## config.mk

```make
export PLATFORM = sky130hd
export DESIGN_NAME = sector_ecc_collector
export DESIGN_NICKNAME = d
export VERILOG_FILES = /design/src/rtl/sector_ecc_pkg.sv /design/src/rtl/sec_status_bank.sv /design/src/rtl/page_summary.sv /design/src/rtl/ecc_event_flags.sv /design/src/rtl/sector_ecc_collector.sv
export SDC_FILE = /design/constraint.sdc
export NUM_CORES = 1
export LEC_CHECK = 0
export ABC_CLOCK_PERIOD_IN_PS = 2000
export BUFFER_PORTS_ARGS = -buffer_cell sky130_fd_sc_hd__buf_2
export CORE_MARGIN = 2
export CORE_UTILIZATION = 56
export CTS_BUF_LIST = sky130_fd_sc_hd__clkbuf_2 sky130_fd_sc_hd__clkbuf_4 sky130_fd_sc_hd__clkbuf_8
export CTS_CLUSTER_DIAMETER = 200
export DETAILED_ROUTE_END_ITERATION = 10
export GPL_TIMING_DRIVEN = 0
export HOLD_SLACK_MARGIN = 0.05
export PLACE_DENSITY = 0.79
export SYNTH_ARGS = -nofsm -noshare
export SYNTH_HDL_FRONTEND = slang
export SYNTH_HIERARCHICAL = 1
export SYNTH_SLANG_ARGS = --single-unit
```

## constraint.sdc

```tcl
create_clock -name clk -period 2 [get_ports clk]
set_input_delay 0.3 -clock clk [delete_from_list [all_inputs] [get_ports clk]]
set_output_delay 0.3 -clock clk [all_outputs]
set_load 0.02 [all_outputs]
```

## src/rtl/sector_ecc_pkg.sv

```systemverilog
package sector_ecc_pkg;

  localparam int CNT_W = 5;

  typedef struct packed {
    logic             rsv;
    logic [CNT_W-1:0] cnt;
    logic [1:0]       outc;
  } sec_stat_t;

  // Sectors per page from page size and step size.
  function automatic logic [7:0] fn_sector_count(input logic [1:0] size_sel,
                                                 input logic       step_big);
    logic [7:0] base;
    case (size_sel)
      2'd0:    base = 8'd4;
      2'd1:    base = 8'd8;
      default: base = 8'd16;
    endcase
    return step_big ? (base >> 1) : base;
  endfunction

  // Status words in use: one per four sectors, never fewer than one.
  function automatic logic [7:0] fn_words_used(input logic [7:0] sectors);
    return (sectors < 8'd4) ? 8'd1 : (sectors >> 2);
  endfunction

endpackage

```

## src/rtl/sec_status_bank.sv

```systemverilog
module sec_status_bank
  import sector_ecc_pkg::*;
#(
  parameter int MAX_SECTORS = 16,
  localparam int IDX_W = $clog2(MAX_SECTORS)
) (
  input  logic                     clk,
  input  logic                     rst_n,
  input  logic                     clr,
  input  logic                     wr_en,
  input  logic [IDX_W-1:0]         wr_idx,
  input  sec_stat_t                wr_byte,
  output logic [MAX_SECTORS*8-1:0] bytes_flat
);

  logic [MAX_SECTORS-1:0] wr_stb;

  for (genvar i = 0; i < MAX_SECTORS; i++) begin : g_sec
    sec_stat_t cell_q;
    assign wr_stb[i] = wr_en && (wr_idx == IDX_W'(i));
    always_ff @(posedge clk or negedge rst_n) begin
      if (!rst_n)         cell_q <= '0;
      else if (clr)       cell_q <= '0;
      else if (wr_stb[i]) cell_q <= wr_byte;
    end
    assign bytes_flat[i*8 +: 8] = cell_q;
  end

  AST_ONE_CELL_WRITE: assert property (@(posedge clk) disable iff (!rst_n)
    $onehot0(wr_stb));

  AST_CLEAR_BANK: assert property (@(posedge clk) disable iff (!rst_n)
    clr |=> (bytes_flat == '0));

endmodule

```

## src/rtl/page_summary.sv

```systemverilog
module page_summary
  import sector_ecc_pkg::*;
(
  input  logic             clk,
  input  logic             rst_n,
  input  logic             clr,
  input  logic             rec_valid,
  input  logic [1:0]       rec_outc,
  input  logic [CNT_W-1:0] rec_cnt,
  output logic [CNT_W-1:0] max_errors,
  output logic             page_failed
);

  logic corr_evt, fail_evt;
  assign corr_evt = rec_valid && (rec_outc == 2'b01);
  assign fail_evt = rec_valid && rec_outc[1];

  always_ff @(posedge clk or negedge rst_n) begin
    if (!rst_n) begin
      max_errors  <= '0;
      page_failed <= 1'b0;
    end else if (clr) begin
      max_errors  <= '0;
      page_failed <= 1'b0;
    end else begin
      if (corr_evt && (rec_cnt > max_errors)) max_errors <= rec_cnt;
      if (fail_evt) page_failed <= 1'b1;
    end
  end

  AST_MAX_MONOTONIC: assert property (@(posedge clk) disable iff (!rst_n)
    !clr |=> (max_errors >= $past(max_errors)));

  AST_FAIL_STICKY: assert property (@(posedge clk) disable iff (!rst_n)
    (page_failed && !clr) |=> page_failed);

  AST_PAGE_CLEAR: assert property (@(posedge clk) disable iff (!rst_n)
    clr |=> (max_errors == '0 && !page_failed));

endmodule

```

## src/rtl/ecc_event_flags.sv

```systemverilog
module ecc_event_flags (
  input  logic       clk,
  input  logic       rst_n,
  input  logic       ecc_evt,
  input  logic       dma_evt,
  input  logic       ack_ecc,
  input  logic       ack_dma,
  output logic [2:0] int_status
);

  logic ecc_q, dma_q;

  always_ff @(posedge clk or negedge rst_n) begin
    if (!rst_n) begin
      ecc_q <= 1'b0;
      dma_q <= 1'b0;
    end else begin
      ecc_q <= ecc_evt | (ecc_q & ~ack_ecc);
      dma_q <= dma_evt | (dma_q & ~ack_dma);
    end
  end

  assign int_status = {ecc_q, 1'b0, dma_q};

  AST_ECC_SET_WINS: assert property (@(posedge clk) disable iff (!rst_n)
    ecc_evt |=> int_status[2]);

  AST_DMA_SET_WINS: assert property (@(posedge clk) disable iff (!rst_n)
    dma_evt |=> int_status[0]);

  AST_ECC_HOLD: assert property (@(posedge clk) disable iff (!rst_n)
    (!ack_ecc && !ecc_evt) |=> (int_status[2] == $past(int_status[2])));

endmodule

```

## src/rtl/sector_ecc_collector.sv

```systemverilog
module sector_ecc_collector
  import sector_ecc_pkg::*;
#(
  parameter int MAX_SECTORS = 16,
  localparam int IDX_W  = $clog2(MAX_SECTORS),
  localparam int NWORDS = MAX_SECTORS / 4,
  localparam int ADDR_W = (NWORDS > 1) ? $clog2(NWORDS) : 1,
  localparam int WU_W   = $clog2(NWORDS + 1)
) (
  input  logic              clk,
  input  logic              rst_n,
  input  logic [1:0]        page_size,
  input  logic              step_1k,
  input  logic              page_start,
  input  logic              res_valid,
  input  logic [IDX_W-1:0]  res_sector,
  input  logic [1:0]        res_outcome,
  input  logic [CNT_W-1:0]  res_count,
  input  logic              dma_done,
  input  logic              ack_dma,
  input  logic              ack_ecc,
  input  logic [ADDR_W-1:0] rd_addr,
  output logic [31:0]       rd_data,
  output logic [WU_W-1:0]   words_used,
  output logic [2:0]        int_status,
  output logic [CNT_W-1:0]  max_errors,
  output logic              page_failed
);

  logic [7:0] sector_cnt_raw, sector_cnt, words_raw;
  logic       in_range, accept, ecc_evt;
  sec_stat_t  new_byte;
  logic [MAX_SECTORS*8-1:0] bytes_flat;

  assign sector_cnt_raw = fn_sector_count(page_size, step_1k);
  assign sector_cnt = (sector_cnt_raw > 8'(MAX_SECTORS)) ? 8'(MAX_SECTORS) : sector_cnt_raw;
  assign words_raw  = fn_words_used(sector_cnt);
  assign words_used = words_raw[WU_W-1:0];

  assign in_range = (8'(res_sector) < sector_cnt);
  assign accept   = res_valid && in_range && !page_start;
  assign ecc_evt  = accept && (res_outcome != 2'b00);
  assign new_byte = '{rsv: 1'b0, cnt: res_count, outc: res_outcome};

  sec_status_bank #(.MAX_SECTORS(MAX_SECTORS)) u_bank (
    .clk(clk), .rst_n(rst_n), .clr(page_start), .wr_en(accept),
    .wr_idx(res_sector), .wr_byte(new_byte), .bytes_flat(bytes_flat)
  );

  page_summary u_sum (
    .clk(clk), .rst_n(rst_n), .clr(page_start), .rec_valid(accept),
    .rec_outc(res_outcome), .rec_cnt(res_count),
    .max_errors(max_errors), .page_failed(page_failed)
  );

  ecc_event_flags u_flags (
    .clk(clk), .rst_n(rst_n), .ecc_evt(ecc_evt), .dma_evt(dma_done),
    .ack_ecc(ack_ecc), .ack_dma(ack_dma), .int_status(int_status)
  );

  always_comb begin
    if (WU_W'(rd_addr) < words_used) rd_data = bytes_flat[rd_addr*32 +: 32];
    else                             rd_data = '0;
  end

  AST_OOR_IGNORED: assert property (@(posedge clk) disable iff (!rst_n)
    (res_valid && !in_range && !page_start) |=> $stable(bytes_flat));

  AST_READ_MASKED: assert property (@(posedge clk) disable iff (!rst_n)
    (WU_W'(rd_addr) >= words_used) |-> (rd_data == 32'h0));

  AST_WORDS_MIN: assert property (@(posedge clk) disable iff (!rst_n)
    (words_used >= WU_W'(1)));

endmodule

```

### Yosys cells after proc, flatten, opt, wreduce, memory -nomap -nowiden

Cells that the tools add are included.

| cells by class | value |
|---|---|
| magnitude comparators | 5 |
| equality and inequality tests | 17 |
| shift operators | 1 |
| mux-type cells | 41 |
| bitwise logic cells | 6 |
| reduce and logical (&&, ||, !) cells | 44 |

Operator list:

| cell | number |
|---|---|
| 8-bit 2-to-1 mux | 34 |
| 128-bit by 8-bit variable part select with 32-bit output | 1 |
| 2-bit nonzero test | 19 |
| 4-bit equality test, second input constant | 8 |
| 32-bit 2-to-1 mux | 1 |
| 1-bit logical AND | 22 |
| 4-bit by 3-bit equality test with 1-bit output, second input constant | 4 |
| 5-bit 2-to-1 mux | 2 |
| 5-bit one-hot mux with 2 select lines | 1 |
| 4-bit by 2-bit equality test with 1-bit output, second input constant | 2 |
| 8-bit by 5-bit > comparator with 1-bit output, second input constant | 1 |
| 4-bit by 8-bit < comparator with 1-bit output | 1 |
| 8-bit by 3-bit < comparator with 1-bit output, second input constant | 1 |
| 5-bit > comparator | 1 |
| 2-bit by 1-bit equality test with 1-bit output, second input constant | 2 |
| 4-bit by 1-bit equality test with 1-bit output, second input constant | 1 |
| 4-bit zero test | 1 |
| 2-bit by 3-bit < comparator with 1-bit output | 1 |
| 3-bit 2-to-1 mux | 1 |
| 1-bit AND | 2 |
| 2-bit zero test | 1 |
| 1-bit 2-to-1 mux | 2 |
| 1-bit inverter | 2 |
| 1-bit OR | 2 |
| 1-bit zero test | 1 |

| word-level totals | value |
|---|---|
| register bits | 136 |
| bits of input ports | 23 |
| output and inout bits | 44 |
| word-level logic and storage cells | 166 |

### Longest topological paths before layout

| depth | value |
|---|---|
| depth in word-level cells | 12 |
| gate-level depth with buffers | 12 |
| mapped depth without buffers | 10 |

### Cells and area by module

Netlist, hierarchy kept.

By module, submodules not included:

| module | times used | cells an instance | area an instance (sq um) | seq. area each (sq um) |
|---|---|---|---|---|
| sec_status_bank | 1 | 456 | 5736.8 | 3203.1 |
| sector_ecc_collector | 1 | 98 | 1323.8 | 0.0 |
| page_summary | 1 | 43 | 420.4 | 150.1 |
| ecc_event_flags | 1 | 10 | 98.8 | 50.0 |

### Worst setup path before layout

OpenSTA, ideal clock, no wires.

| timing | value |
|---|---|
| kind | input to register |
| start | input step_1k |
| end | register u_bank.g_sec[1].cell_q (netlist bit u_bank/bytes_flat[10]) |
| library setup time | 129 ps |
| arrival | 2335 ps |
| slack | -464 ps |
| cell stages on the path | 10 |
| buffers on the path | 0 |
| path through | inv_1 a21oi_1 or2_2 ha_1 a21oi_1 o21ai_0 nor2_1 nor3b_4 nand2_2 mux2i_1 |

| on the way | value |
|---|---|
| cells in the longest elaborated chain, start to end | 8 |

RTL lines:

| element | RTL line | text |
|---|---|---|
| from (decl) | sector_ecc_collector.sv:13 | `input logic step_1k,` |
| 8-bit 2-to-1 mux * | sector_ecc_pkg.sv:20 | `return step_big ? (base >> 1) : base;` |
| 8-bit by 5-bit > comparator with 1-bit output | sector_ecc_collector.sv:36 | `assign sector_cnt = (sector_cnt_raw > 8'(MAX_SECTORS)) ? 8'(MAX_SECTORS) : sector_cnt_raw;` |
| 8-bit 2-to-1 mux * | sector_ecc_collector.sv:36 |  |
| 4-bit by 8-bit < comparator with 1-bit output * | sector_ecc_collector.sv:40 | `assign in_range = (8'(res_sector) < sector_cnt);` |
| 1-bit logical AND * (2 in series) | sector_ecc_collector.sv:41 | `assign accept = res_valid && in_range && !page_start;` |
| net accept | sector_ecc_collector.sv:31 | `logic in_range, accept, ecc_evt;` |
| 1-bit logical AND * | sec_status_bank.sv:20 | `assign wr_stb[i] = wr_en && (wr_idx == IDX_W'(i));` |
| 2-bit nonzero test (no source line) * | - |  |
| to (signal assigned) | sec_status_bank.sv:24 | `else if (wr_stb[i]) cell_q <= wr_byte;` |
| to (decl) | sec_status_bank.sv:19 | `sec_stat_t cell_q;` |

Mark *: on every way through the listed nets, which the timed path passes. The rest lies on a longest branch.
A chain may end at the register's enable or synchronous reset.

### Final worst setup path

| timing | value |
|---|---|
| start | input page_size[1] |
| end | output rd_data[29] |

| on the way | value |
|---|---|
| cells in the longest elaborated chain, start to end | 9 |
| elaborated cells on any way between the ends | 10 |
| classes of those cells | order compare (3); eq/ne (1); mux (5); reduce/logical (1) |

RTL lines:

| element | RTL line | text |
|---|---|---|
| from (decl) | sector_ecc_collector.sv:12 | `input logic [1:0] page_size,` |
| 2-bit by 1-bit equality test with 1-bit output / 2-bit zero test (equally long branches) | sector_ecc_pkg.sv:15 | `case (size_sel)` |
| 5-bit one-hot mux with 2 select lines * | sector_ecc_pkg.sv:15 |  |
| 8-bit 2-to-1 mux * | sector_ecc_pkg.sv:20 |  |
| 8-bit by 5-bit > comparator with 1-bit output | sector_ecc_collector.sv:36 |  |
| 8-bit 2-to-1 mux * | sector_ecc_collector.sv:36 |  |
| 8-bit by 3-bit < comparator with 1-bit output | sector_ecc_pkg.sv:25 | `return (sectors < 8'd4) ? 8'd1 : (sectors >> 2);` |
| 3-bit 2-to-1 mux * | sector_ecc_pkg.sv:25 |  |
| 2-bit by 3-bit < comparator with 1-bit output * | sector_ecc_collector.sv:62 | `if (WU_W'(rd_addr) < words_used) rd_data = bytes_flat[rd_addr*32 +: 32];` |
| 32-bit 2-to-1 mux * | sector_ecc_collector.sv:62 |  |
| to (decl) | sector_ecc_collector.sv:23 | `output logic [31:0] rd_data,` |

Every way passes the cells marked *; elsewhere a longest branch is shown, timed or not.

==> results.tsv <==
stage	metric	value	unit
detailed_routing	drt_iter0_markers	474	
setup_path	worst_r2r_path_depth	7	
clock_tree	cts-htree-levels	4	
run	cap_violations	0	
setup_path	ff2ff_setup_slack	220	ps
yosys	synth_edf_count	0	
placement	gp_congestion	0.905	
yosys	synthDistinctLibCells	41	
yosys	synth_warnings	6	
grt	grt_util_all_layers	28.5	%
timing	rsz0062_at_grt	yes	
clock_tree	path_clk_slew	70	ps
floorplan	fp.dieH	120	um
clock_tree	numCtsBuffers	17	
setup_path	startpoint	page_size[1]	
yosys	synth-async-reset-ratio	100	%
layout	fin_area	0.00927	mm^2
timing	finalSetupTns	-6600	ps
placement	io_buffer_count	63	
placement	placed_area	0.00839	mm^2
layout	stdcell_count	892	
setup_path	required	1700	ps
yosys	syn_avg_cell_area	12.5	um^2
pwr	swShare	26.6	%
timing	tightest_slew	683	ps
timing	setup_ws	-243	ps
floorplan	initial_core_util	57.2	%
grt	grt_max_degree	99	
layout	layout.area.seq	0.00340	mm^2
floorplan	boundaryPins	67	
yosys	syn_area	0.00758	mm^2
setup_path	crit_cells	10	
hold_path	hp-class	in2reg	
timing	min_period_over_period	112	%
setup_path	slowest_delay	290	ps
clock_tree	clockBufferDepth	2	
pwr	p_leak	4.94	nW
setup_path	crit_slowest_cell	nor4_4	
detailed_routing	drc	0	
yosys	yosysSeqAreaShare	44.9	%
pwr	internal_power	4.24	mW
clock_tree	insertion_delay	440	ps
layout	syn_to_final_growth	22.2	%
yosys	syn_nets	638	
setup_path	crit_buf_inv	4	
timing	setup_viol	35	
pwr	powerDensity	623	mW/mm^2
timing	finalHoldViolCount	0	
setup_path	critPathCaptureType	output pin	
status	outcome	finished with violations	
layout	drive_gt1_share	29.1	%
setup_path	r2r_start	u_sum/max_errors[4]$_DFFE_PN0P_	
layout	fin_nets	734	
setup_path	start_kind	input port	
hold_path	holdPathStages	3	
placement	place_inst	847	
layout	antenna_cells	0	
grt	grt_first_pass_wirelength	30700	um
timing	finalCriticalPeriod	2240	ps
grt	antenna_found_initial	0	
floorplan	rows	42	
setup_path	crit_family	simple AND/OR/NAND/NOR gates	
detailed_routing	num_vias	5123	
detailed_routing	wire_per_inst	21.3	um
pwr	power_frac_comb	13.2	%
yosys	postSynthCellCount	607	
yosys	ys.flop_type	dfrtp_1	
detailed_routing	drtPass1Iterations	7	
yosys	ys_ff_latch	136	
floorplan	dieArea	0.0145	mm^2
pwr	p_switching	1.53	mW
pwr	p_seq_share	48.1	%
timing	clock_skew	2.72	ps
timing	slew_headroom	54.5	%
floorplan	coreArea	0.0132	mm^2
timing	fmax	446	MHz
clock_tree	cts_tree	built	
grt	grt.overflow.total	0	
setup_path	path_cells	buf_8, nor2b_4, or2_4, ha_4, nor2_2, nor4_4, buf_12, buf_12, nor2b_4, buf_2	
setup_path	crit_fanout	10	
layout	fillCellCount	919	
hold_path	hp-start	ack_ecc	
detailed_routing	totalWireLength	19000	um
placement	dp_hpwl	12700	um
clock_tree	cts_num_sinks	136	
grt	grt_pass1_vias	5536	
detailed_routing	ant_nets	0	
setup_path	critPathKind	in2out	
layout	multi_input_area	0.00416	mm^2
detailed_routing	viasPerCell	5.74	
setup_path	cp.arrival	1940	ps
timing	slew_violations	0	
pwr	clkPwrFrac	38.7	%
floorplan	fp.dieW	120	um
pwr	ir_worst_vdd	0.396	mV
status	violations	negative setup slack	
layout	final_util	70.0	%
clock_tree	root_buffer	clkbuf_8	
## tightest hold or removal path, delay by kind of cell
family / cells / cell delay [ps]
buffers and inverters: 2 / 130
AO/OA/AOI/OAI: 1 / 100
## placed cells by master (no fill, tap or decap), types with 3 or more instances in the layout
cell and count:
nor2b_1 5, a21oi_1 3, clkbuf_8 18, inv_1 8, nor2_1 4, mux4_1 24, buf_6 37, buf_4 14
nand3_4 4, nand2b_1 147, mux2i_1 133, buf_2 41, nor2b_4 30, ha_1 6, nand2_4 10, clkinv_2 4
nand2_1 3, clkbuf_1 24, mux4_2 8, clkinvlp_4 4, dfrtp_1 136, buf_12 6, clkbuf_4 3
## power by group through the flow
stage          clock [mW]  sequential (mW)  combinational, mW
2_1_floorplan           0             2.83              0.401
3_3_place_gp            0             2.83              0.614
3_5_place_dp            0             2.83              0.639
4_1_cts              2.27             2.78              0.761
5_1_grt              2.39             2.78              0.810
6_report             2.23             2.78              0.761
## metrics by stage
step	hold slack [ps]	setup slack (ps)	power, mW
2_1_floorplan	4.41	-193	3.23
3_3_place_gp	459	-1130	3.45
3_5_place_dp	235	-644	3.47
4_1_cts	97.3	-309	5.81
5_1_grt	128	-300	5.98
6_report	115	-243	5.77
## cells by family after synthesis
| family | after synthesis | share of synthesized area (%) |
|---|---|---|
| adder cells (fa/ha/maj) | 8 | 1.32 |
| AO/OA/AOI/OAI | 9 | 0.710 |
| AND/OR/NAND/NOR | 224 | 20.0 |
| flip-flops | 136 | 44.9 |
| buffers and inverters | 62 | 4.61 |
| multiplexers | 165 | 28.3 |
| XOR/XNOR | 1 | 0.116 |
| other | 2 | 0.0991 |
## area by class of cell
type	count	share of cell area, %
multi-input combinational	409	44.9
sequential	136	36.7
timing repair buffer	78	7.85
buffer	52	3.52
clock buffer	20	2.84
tap	176	2.38
clock inverter	12	1.38
inverter	9	0.392
## cells in the mapped netlist, drive strengths merged (3+ instances only)
master  instances  area share, %
dfrtp         136             45
mux2i         133             18
nand3           4           0.83
a21oi           5           0.33
inv             9           0.45
nand2b        147             12
mux4           32             11
ha              8            1.3
buf            29            3.0
nand2          15            1.1
nor4b           3           0.63
nor2            7           0.38
nor2b          36            3.5
clkbuf         24            1.2
## flip-flops by register name, indices dropped and copies added, names as in the netlist
name / count
u_flags/dma_q: 1
u_bank/bytes_flat: 128
u_sum/max_errors: 5
u_flags/ecc_q: 1
u_sum/page_failed: 1
## worst paths after layout
check / end
setup / recovery: rd_data[29]
hold / removal: u_flags/ecc_q$_DFF_PN0_
setup reg to reg: u_sum/max_errors[4]$_DFFE_PN0P_
hold reg to reg: u_flags/dma_q$_DFF_PN0_
max in group asynchronous: u_bank/bytes_flat[41]$_DFFE_PN0P_
min in group asynchronous: u_bank/bytes_flat[33]$_DFFE_PN0P_
## metal layers
| layer | part of all wire, % | vias to the layer above | track usage, % |
|---|---|---|---|
| li1 | - | 2286 | - |
| met1 | 43 | 2632 | 38.2 |
| met2 | 50 | 179 | 46.8 |
| met3 | 5.5 | 26 | 4.67 |
| met4 | 2.1 | 0 | 11.3 |
| met5 | 0 | - | 0 |
## repair_timing
action / in CTS / in global routing
setup buffers: 9 / 3
hold buffers: 2 / 0
gates resized for setup: 88 / 10
hold endpoints to repair: 39 / 0
gates cloned: 2 / 0
endpoints found under the setup margin: 90 / 149
pin swaps: 5 / 2
No activity file was read; power rests on OpenSTA's default activity.
